==> src/rtl/serr_pkg.sv <==
package serr_pkg;
    localparam int SRC_N   = 64;
    localparam int WORD_W  = 32;
    localparam int WORDS   = SRC_N / WORD_W;
    localparam int WIRED_N = 21;
    localparam int ADDR_W  = 8;
    localparam int IDX_W   = $clog2(SRC_N);

    localparam logic [ADDR_W-1:0] CAUSE_OFF = 8'h00;
    localparam logic [ADDR_W-1:0] MASK_OFF  = 8'h20;
    localparam logic [ADDR_W-1:0] BELL_OFF  = 8'h30;

    typedef struct packed {
        logic              wen;
        logic [ADDR_W-1:0] addr;
        logic [WORD_W-1:0] wdata;
    } bus_wr_t;

    // Byte offset of word w in a bank starting at base
    function automatic logic [ADDR_W-1:0] word_addr(logic [ADDR_W-1:0] base, int w);
        return base + ADDR_W'(4 * w);
    endfunction
endpackage

==> src/rtl/serr_doorbell.sv <==
module serr_doorbell
    import serr_pkg::*;
#(
    parameter int NSRC   = SRC_N,
    parameter int NWIRED = WIRED_N
) (
    input  bus_wr_t           wr,
    output logic [NSRC-1:0]   set_vec
);
    localparam int IW = $clog2(NSRC);

    logic in_range;
    assign in_range = (wr.wdata >= WORD_W'(NWIRED)) && (wr.wdata < WORD_W'(NSRC));

    always_comb begin
        set_vec = '0;
        if (wr.wen && wr.addr == BELL_OFF && in_range)
            set_vec[wr.wdata[IW-1:0]] = 1'b1;
    end
endmodule

==> src/rtl/serr_reg_bank.sv <==
module serr_reg_bank
    import serr_pkg::*;
#(
    parameter int NSRC = SRC_N
) (
    input  logic             clk,
    input  logic             rst,
    input  bus_wr_t          wr,
    input  logic [NSRC-1:0]  set_vec,
    output logic [NSRC-1:0]  cause_q,
    output logic [NSRC-1:0]  mask_q
);
    localparam int NW = NSRC / WORD_W;

    logic [NSRC-1:0] clr_vec;
    logic [NW-1:0]   mask_hit;

    for (genvar w = 0; w < NW; w++) begin : g_word
        logic cause_hit;
        assign cause_hit   = wr.wen && wr.addr == word_addr(CAUSE_OFF, w);
        assign mask_hit[w] = wr.wen && wr.addr == word_addr(MASK_OFF, w);
        assign clr_vec[w*WORD_W +: WORD_W] = cause_hit ? wr.wdata : '0;
    end

    // Set dominates clear so no event is lost
    always_ff @(posedge clk) begin
        if (rst) begin
            cause_q <= '0;
            mask_q  <= '1;
        end else begin
            cause_q <= (cause_q & ~clr_vec) | set_vec;
            for (int w = 0; w < NW; w++)
                if (mask_hit[w])
                    mask_q[w*WORD_W +: WORD_W] <= wr.wdata;
        end
    end
endmodule

==> src/rtl/serr_pulse_gen.sv <==
module serr_pulse_gen #(
    parameter int NSRC = 64
) (
    input  logic            clk,
    input  logic            rst,
    input  logic [NSRC-1:0] live,
    output logic            pulse
);
    logic any_now, any_q;
    assign any_now = |live;

    always_ff @(posedge clk) begin
        if (rst) begin
            any_q <= 1'b0;
            pulse <= 1'b0;
        end else begin
            any_q <= any_now;
            pulse <= any_now & ~any_q;
        end
    end
endmodule

==> src/rtl/serr_aggregator.sv <==
module serr_aggregator
    import serr_pkg::*;
#(
    parameter int NSRC   = SRC_N,
    parameter int NWIRED = WIRED_N
) (
    input  logic              clk,
    input  logic              rst,
    input  logic [NWIRED-1:0] wired_lvl,
    input  logic              bus_wen,
    input  logic [ADDR_W-1:0] bus_addr,
    input  logic [WORD_W-1:0] bus_wdata,
    output logic [WORD_W-1:0] bus_rdata,
    output logic              irq_out
);
    localparam int NW = NSRC / WORD_W;

    bus_wr_t         wr;
    logic [NSRC-1:0] bell_set, set_all, cause_q, mask_q;

    assign wr      = '{wen: bus_wen, addr: bus_addr, wdata: bus_wdata};
    assign set_all = {{(NSRC-NWIRED){1'b0}}, wired_lvl} | bell_set;

    serr_doorbell #(.NSRC(NSRC), .NWIRED(NWIRED)) i_bell (
        .wr(wr), .set_vec(bell_set)
    );

    serr_reg_bank #(.NSRC(NSRC)) i_bank (
        .clk(clk), .rst(rst), .wr(wr), .set_vec(set_all),
        .cause_q(cause_q), .mask_q(mask_q)
    );

    serr_pulse_gen #(.NSRC(NSRC)) i_pulse (
        .clk(clk), .rst(rst), .live(cause_q & ~mask_q), .pulse(irq_out)
    );

    always_comb begin
        bus_rdata = '0;
        for (int w = 0; w < NW; w++) begin
            if (bus_addr == word_addr(CAUSE_OFF, w)) bus_rdata = cause_q[w*WORD_W +: WORD_W];
            if (bus_addr == word_addr(MASK_OFF, w))  bus_rdata = mask_q[w*WORD_W +: WORD_W];
        end
    end
endmodule

==> config.mk <==
export PLATFORM = sky130hd
export DESIGN_NAME = serr_aggregator
export DESIGN_NICKNAME = d
export VERILOG_FILES = /design/src/rtl/serr_pkg.sv /design/src/rtl/serr_doorbell.sv /design/src/rtl/serr_reg_bank.sv /design/src/rtl/serr_pulse_gen.sv /design/src/rtl/serr_aggregator.sv
export SDC_FILE = /design/constraint.sdc
export NUM_CORES = 1
export LEC_CHECK = 0
export ABC_CLOCK_PERIOD_IN_PS = 4100
export BUFFER_PORTS_ARGS = -buffer_cell sky130_fd_sc_hd__buf_2
export CORE_MARGIN = 1
export CORE_UTILIZATION = 60
export CTS_CLUSTER_SIZE = 16
export DETAILED_ROUTE_END_ITERATION = 6
export PLACE_DENSITY = 0.83
export SETUP_SLACK_MARGIN = 0.15
export SLEW_MARGIN = 20
export SYNTH_ARGS = -nofsm -noshare
export SYNTH_HDL_FRONTEND = slang
export SYNTH_SLANG_ARGS = --single-unit
==> constraint.sdc <==
create_clock -name clk -period 4.1 [get_ports clk]
set_input_delay 0.82 -clock clk [delete_from_list [all_inputs] [get_ports clk]]
set_output_delay 0.82 -clock clk [all_outputs]
set_load 0.05 [all_outputs]
# ---- After elaboration in Yosys (flattened, before gate mapping)
# Index checks and enable logic that the tools add are counted.
dict set report totals {
  register_bits 130
  wordCells 40
  out_inout_bits 33
}
dict set report classes {
  magnitude_cmp 4
  eq_ne 4
  n_reduce_logical 10
  bitwise_logic 8
  n_mux 9
}
# cell n
set op_table {}
lappend op_table {{$mux 32} 6}
lappend op_table {{$and 64x64->64} 2}
lappend op_table {{$not 64->64} 2}
lappend op_table {{$mux 64} 1}
lappend op_table {{$or 21x64->64} 1}
lappend op_table {{$or 64x64->64} 1}
lappend op_table {{$reduce_or 64->1} 1}
lappend op_table {{$ge 32x5->1 const B} 1}
lappend op_table {{$lt 32x7->1 const B} 1}
lappend op_table {{$eq 8x6->1 const B} 3}
lappend op_table {{$eq 8x3->1 const B} 1}
lappend op_table {{$logic_and 1x1->1} 8}
lappend op_table {{$logic_not 8->1} 1}
lappend op_table {{$lt 6x7->1 const B} 1}
lappend op_table {{$demux 1 s6} 1}
lappend op_table {{$ge 6x1->1 const B} 1}
lappend op_table {{$and 1x1->1} 1}
lappend op_table {{$mux 1} 1}
lappend op_table {{$not 1->1} 1}

# ---- Longest topological paths before layout
dict set report logic_depth {
  word_depth 7
  mapped_depth 9
  ltp_nobuf 5
}

# ---- Hierarchy
# From an unflattened synthesis, not the netlist that was laid out.
dict set report hier_totals {
  cells_unflattened 866
  hier_area_um2 7922.6
}
# mod instances seq_area_each_um2 area_each_um2 cells_each
set modules_own_cells {}
lappend modules_own_cells {serr_reg_bank 1 2562.5 4908.5 519}
lappend modules_own_cells {serr_aggregator 1 0.0 1570.3 164}
lappend modules_own_cells {serr_doorbell 1 0.0 1251.2 158}
lappend modules_own_cells {serr_pulse_gen 1 40.0 192.7 25}

# ---- Worst setup path before layout
# OpenSTA, ideal clock, no wires.
dict set report synth_path {
  kind {input port to output port}
  startpoint {input bus_addr[3]}
  endpoint {output bus_rdata[14]}
  required_ns 3.280
  path_slack_ns 0.159
  stages 9
  n_path_buf 4
  arrival_time_ns 3.121
  cell_sequence {or3_1 > buf_2 > or3_4 > nor2_4 > buf_6 > buf_6 > buf_4 > nand2_1 > a32oi_1}
}
dict set report synth_between {
  elab_chain_cells 5
}
# item line_no
set synth_lines {}
lappend synth_lines {{from (decl)} serr_aggregator.sv:11} ;# input logic [ADDR_W-1:0] bus_addr,
lappend synth_lines {{$logic_not 8->1} serr_aggregator.sv:40} ;# if (bus_addr == word_addr(CAUSE_OFF, w)) bus_rdata = cause_q[w*WORD_W +: WORD_W];
lappend synth_lines {{$mux 32} serr_aggregator.sv:40}
lappend synth_lines {{$mux 32} serr_aggregator.sv:41} ;# if (bus_addr == word_addr(MASK_OFF, w)) bus_rdata = mask_q[w*WORD_W +: WORD_W];
lappend synth_lines {{$mux 32} serr_aggregator.sv:40}
lappend synth_lines {{$mux 32 (*)} serr_aggregator.sv:41}
lappend synth_lines {{to (decl)} serr_aggregator.sv:13} ;# output logic [WORD_W-1:0] bus_rdata,
# Mark *: on every way between the ends. The rest lies on a longest branch, timed or not.

# ---- Worst setup path in the final report
dict set report layout_path {
  startpoint {input bus_addr[4]}
  endpoint {output bus_rdata[1]}
}
# The elaborated chain is that of the path after synthesis.

==> flow_summary.ini <==
[outcome]
outcome = finished with violations
violations = DRC

[placement]
detailed_place_hpwl_mm = 14.7
routabilityCongestion = 0.962
io_buffers = 96

[power]
power_density_nw_per_um2 = 390
p_leak_nw = 3.08
ir_drop_mv = 0.375

[sta]
period_share_pct = 89.8
setup_tns_ps = 0
relSlewSlack_pct = 31.7
min_period_ps = 3680
max_freq_mhz = 272
tightest_slew_ps = 998
setup_viol = 0
timing.hold.ws_ps = 396
rsz0062_at_grt = false
hold_viol_final = 0
drv_slew = 0
skew_ps = 6.71

[clock_network]
h-tree-depth = 4
numCtsBuffers = 17
clockRootBuffer = clkbuf_8
cts_hold_buf = 0
cts_resized = 0
clock_sinks = 130
cts.clk_slew.worst_paths_ps = 50
cts_buffer_depth = 2
cts_setup_buffers = 0
cts_tree = built
worstSkewPairLatency_ps = 530

[synthesis]
avgSynthCellArea_um2 = 8.04
synth_cell_types = 41
synthArstFlopShare_pct = 0
ys_top_cells_by_count = dfxtp_1, nor2_1, nand2_1
ys_seq_area_share_pct = 40.7
synth_edf_count = 0
ys.flop_type = dfxtp_1
synth_area_um2 = 6390
synth_cells = 795
yosys-top-cells-area = dfxtp_1, nand3b_1, nor2b_1
synth_top_area_share_pct = 40.7
ys_ff_latch = 130
syn_nets = 859
yosys.cell_count.top_type = dfxtp_1
ys.warnings.count = 0
synth_top_area_cell = dfxtp_1

[grt]
grt_pass1_wl_mm = 34.2
antenna_found_initial = 1
overflow = 0
grt_pass1_vias = 6409
grt_usage_pct = 40.6
grt_max_degree = 93

[die]
coreArea_um2 = 10300
dieArea_um2 = 11100
initial_core_util_pct = 61.9
io_pins = 97
die_h_um = 105
rows = 37
die_x_um = 105

[detailed_routing]
routed_via_density = 6.65
antenna_left = 0
dr.pass1.iters = 7
drt_iter0_drc = 785
wl_per_cell_um = 21.7
remaining_drc_errors = 1
vias = 6752
routed_wl_mm = 22.1

[cells_and_area]
antenna_cells = 0
syn_to_final_growth_pct = 18.5
drive_above_1_share_pct = 17.7
nets = 932

[critical_path]
cp_data_arrival_time_ps = 2860
start_kind = primary input
critPathMaxFanout = 22
cp_slowest_stage_delay_ps = 590
path_cells = buf_2, or3_1, nor4_2, buf_4, nand2_1, a31oi_1, buf_2
critPathKind = primary input to output port
cpMostUsedCell = buf_2
required_ps = 3280
crit_slowest_cell = or3_1
end_kind = output port

[run]
cap_viol_max_count = 0

[min_path]
hp-class = flop to flop
per-stage QoR:
stage                     power (mW)  util (%)  area, µm²  setup WS [ps]  std cells
after global routing            3.02      73.4       7580            338       1016
final                           2.95      73.4       7580            417       1016
after detailed placement        1.49      67.7       6990            488        985
after global placement          1.49      67.7       6990            529        985
after CTS                       2.95      73.4       7580            447       1016
after floorplan                 1.41         -       6390            159        795
power by group:
part	internal (mW)	total (mW)	switching, mW
Sequential	1.28	1.29	0.0139
Clock	0.946	1.48	0.538
Combinational	0.0580	0.176	0.118
Total	2.28	2.95	0.670
cell type report:
| cell class | instances | area (µm²) |
|---|---|---|
| multi-input combinational | 567 | 3400 |
| fill | 816 | 2750 |
| sequential | 130 | 2600 |
| timing repair buffer | 117 | 691 |
| clock buffer | 28 | 546 |
| tap | 136 | 170 |
| inverter | 35 | 131 |
| clock inverter | 3 | 40.0 |
critical path, delay by kind of cell:
family / cells / cell delay [ps]
simple gates: 3 / 1030
buf+inv: 3 / 810
compound gates: 1 / 210
sequential cells by signal, summed over array words and instances (netlist names):
signal,count
i_bank.cause_q,64
i_bank.mask_q,64
i_pulse.any_q,1
i_pulse.pulse,1
cell families after synthesis:
family	share of synthesized area (%)
buffers and inverters	6.54
and+or+nand+nor	30.3
AOI/OAI and AO/OA	22.4
DFF	40.7
placed cells by master (no fill, tap or decap), types with 7 or more instances in the layout:
| cell | n |
|---|---|
| a21oi_1 | 45 |
| a221oi_1 | 11 |
| dfxtp_1 | 130 |
| clkbuf_8 | 10 |
| o22ai_1 | 11 |
| a22oi_1 | 21 |
| a211o_1 | 32 |
| and3_1 | 32 |
| buf_2 | 95 |
| nand3_1 | 36 |
| clkbuf_16 | 16 |
| a2111oi_0 | 15 |
| nor3_1 | 34 |
| o21ai_0 | 47 |
| nand3b_1 | 45 |
| nor2_1 | 69 |
| a311oi_1 | 10 |
| nand4_1 | 7 |
| nor2b_1 | 51 |
| inv_1 | 35 |
| nand2_1 | 59 |
| buf_4 | 18 |
final timing paths:
| check | start | to | slack, ps | depth (start not counted) |
|---|---|---|---|---|
| max | bus_addr[4] | bus_rdata[1] | 420 | 7 |
| min | i_pulse.any_q | i_pulse.pulse | 400 | 1 |
| max reg2reg | i_bank.cause_q[6] | i_pulse.pulse | 1800 | 5 |
| min reg2reg | i_pulse.any_q | i_pulse.pulse | 400 | 1 |
layer usage:
metal,GRT usage [%],routed length [µm],up-vias
met1,52.2,8640,3195
met5,0,9,-
met3,12.3,2490,85
met4,21.4,945,2
li1,-,-,3022
met2,61.2,10000,448
Power figures use the tool's default switching activity.
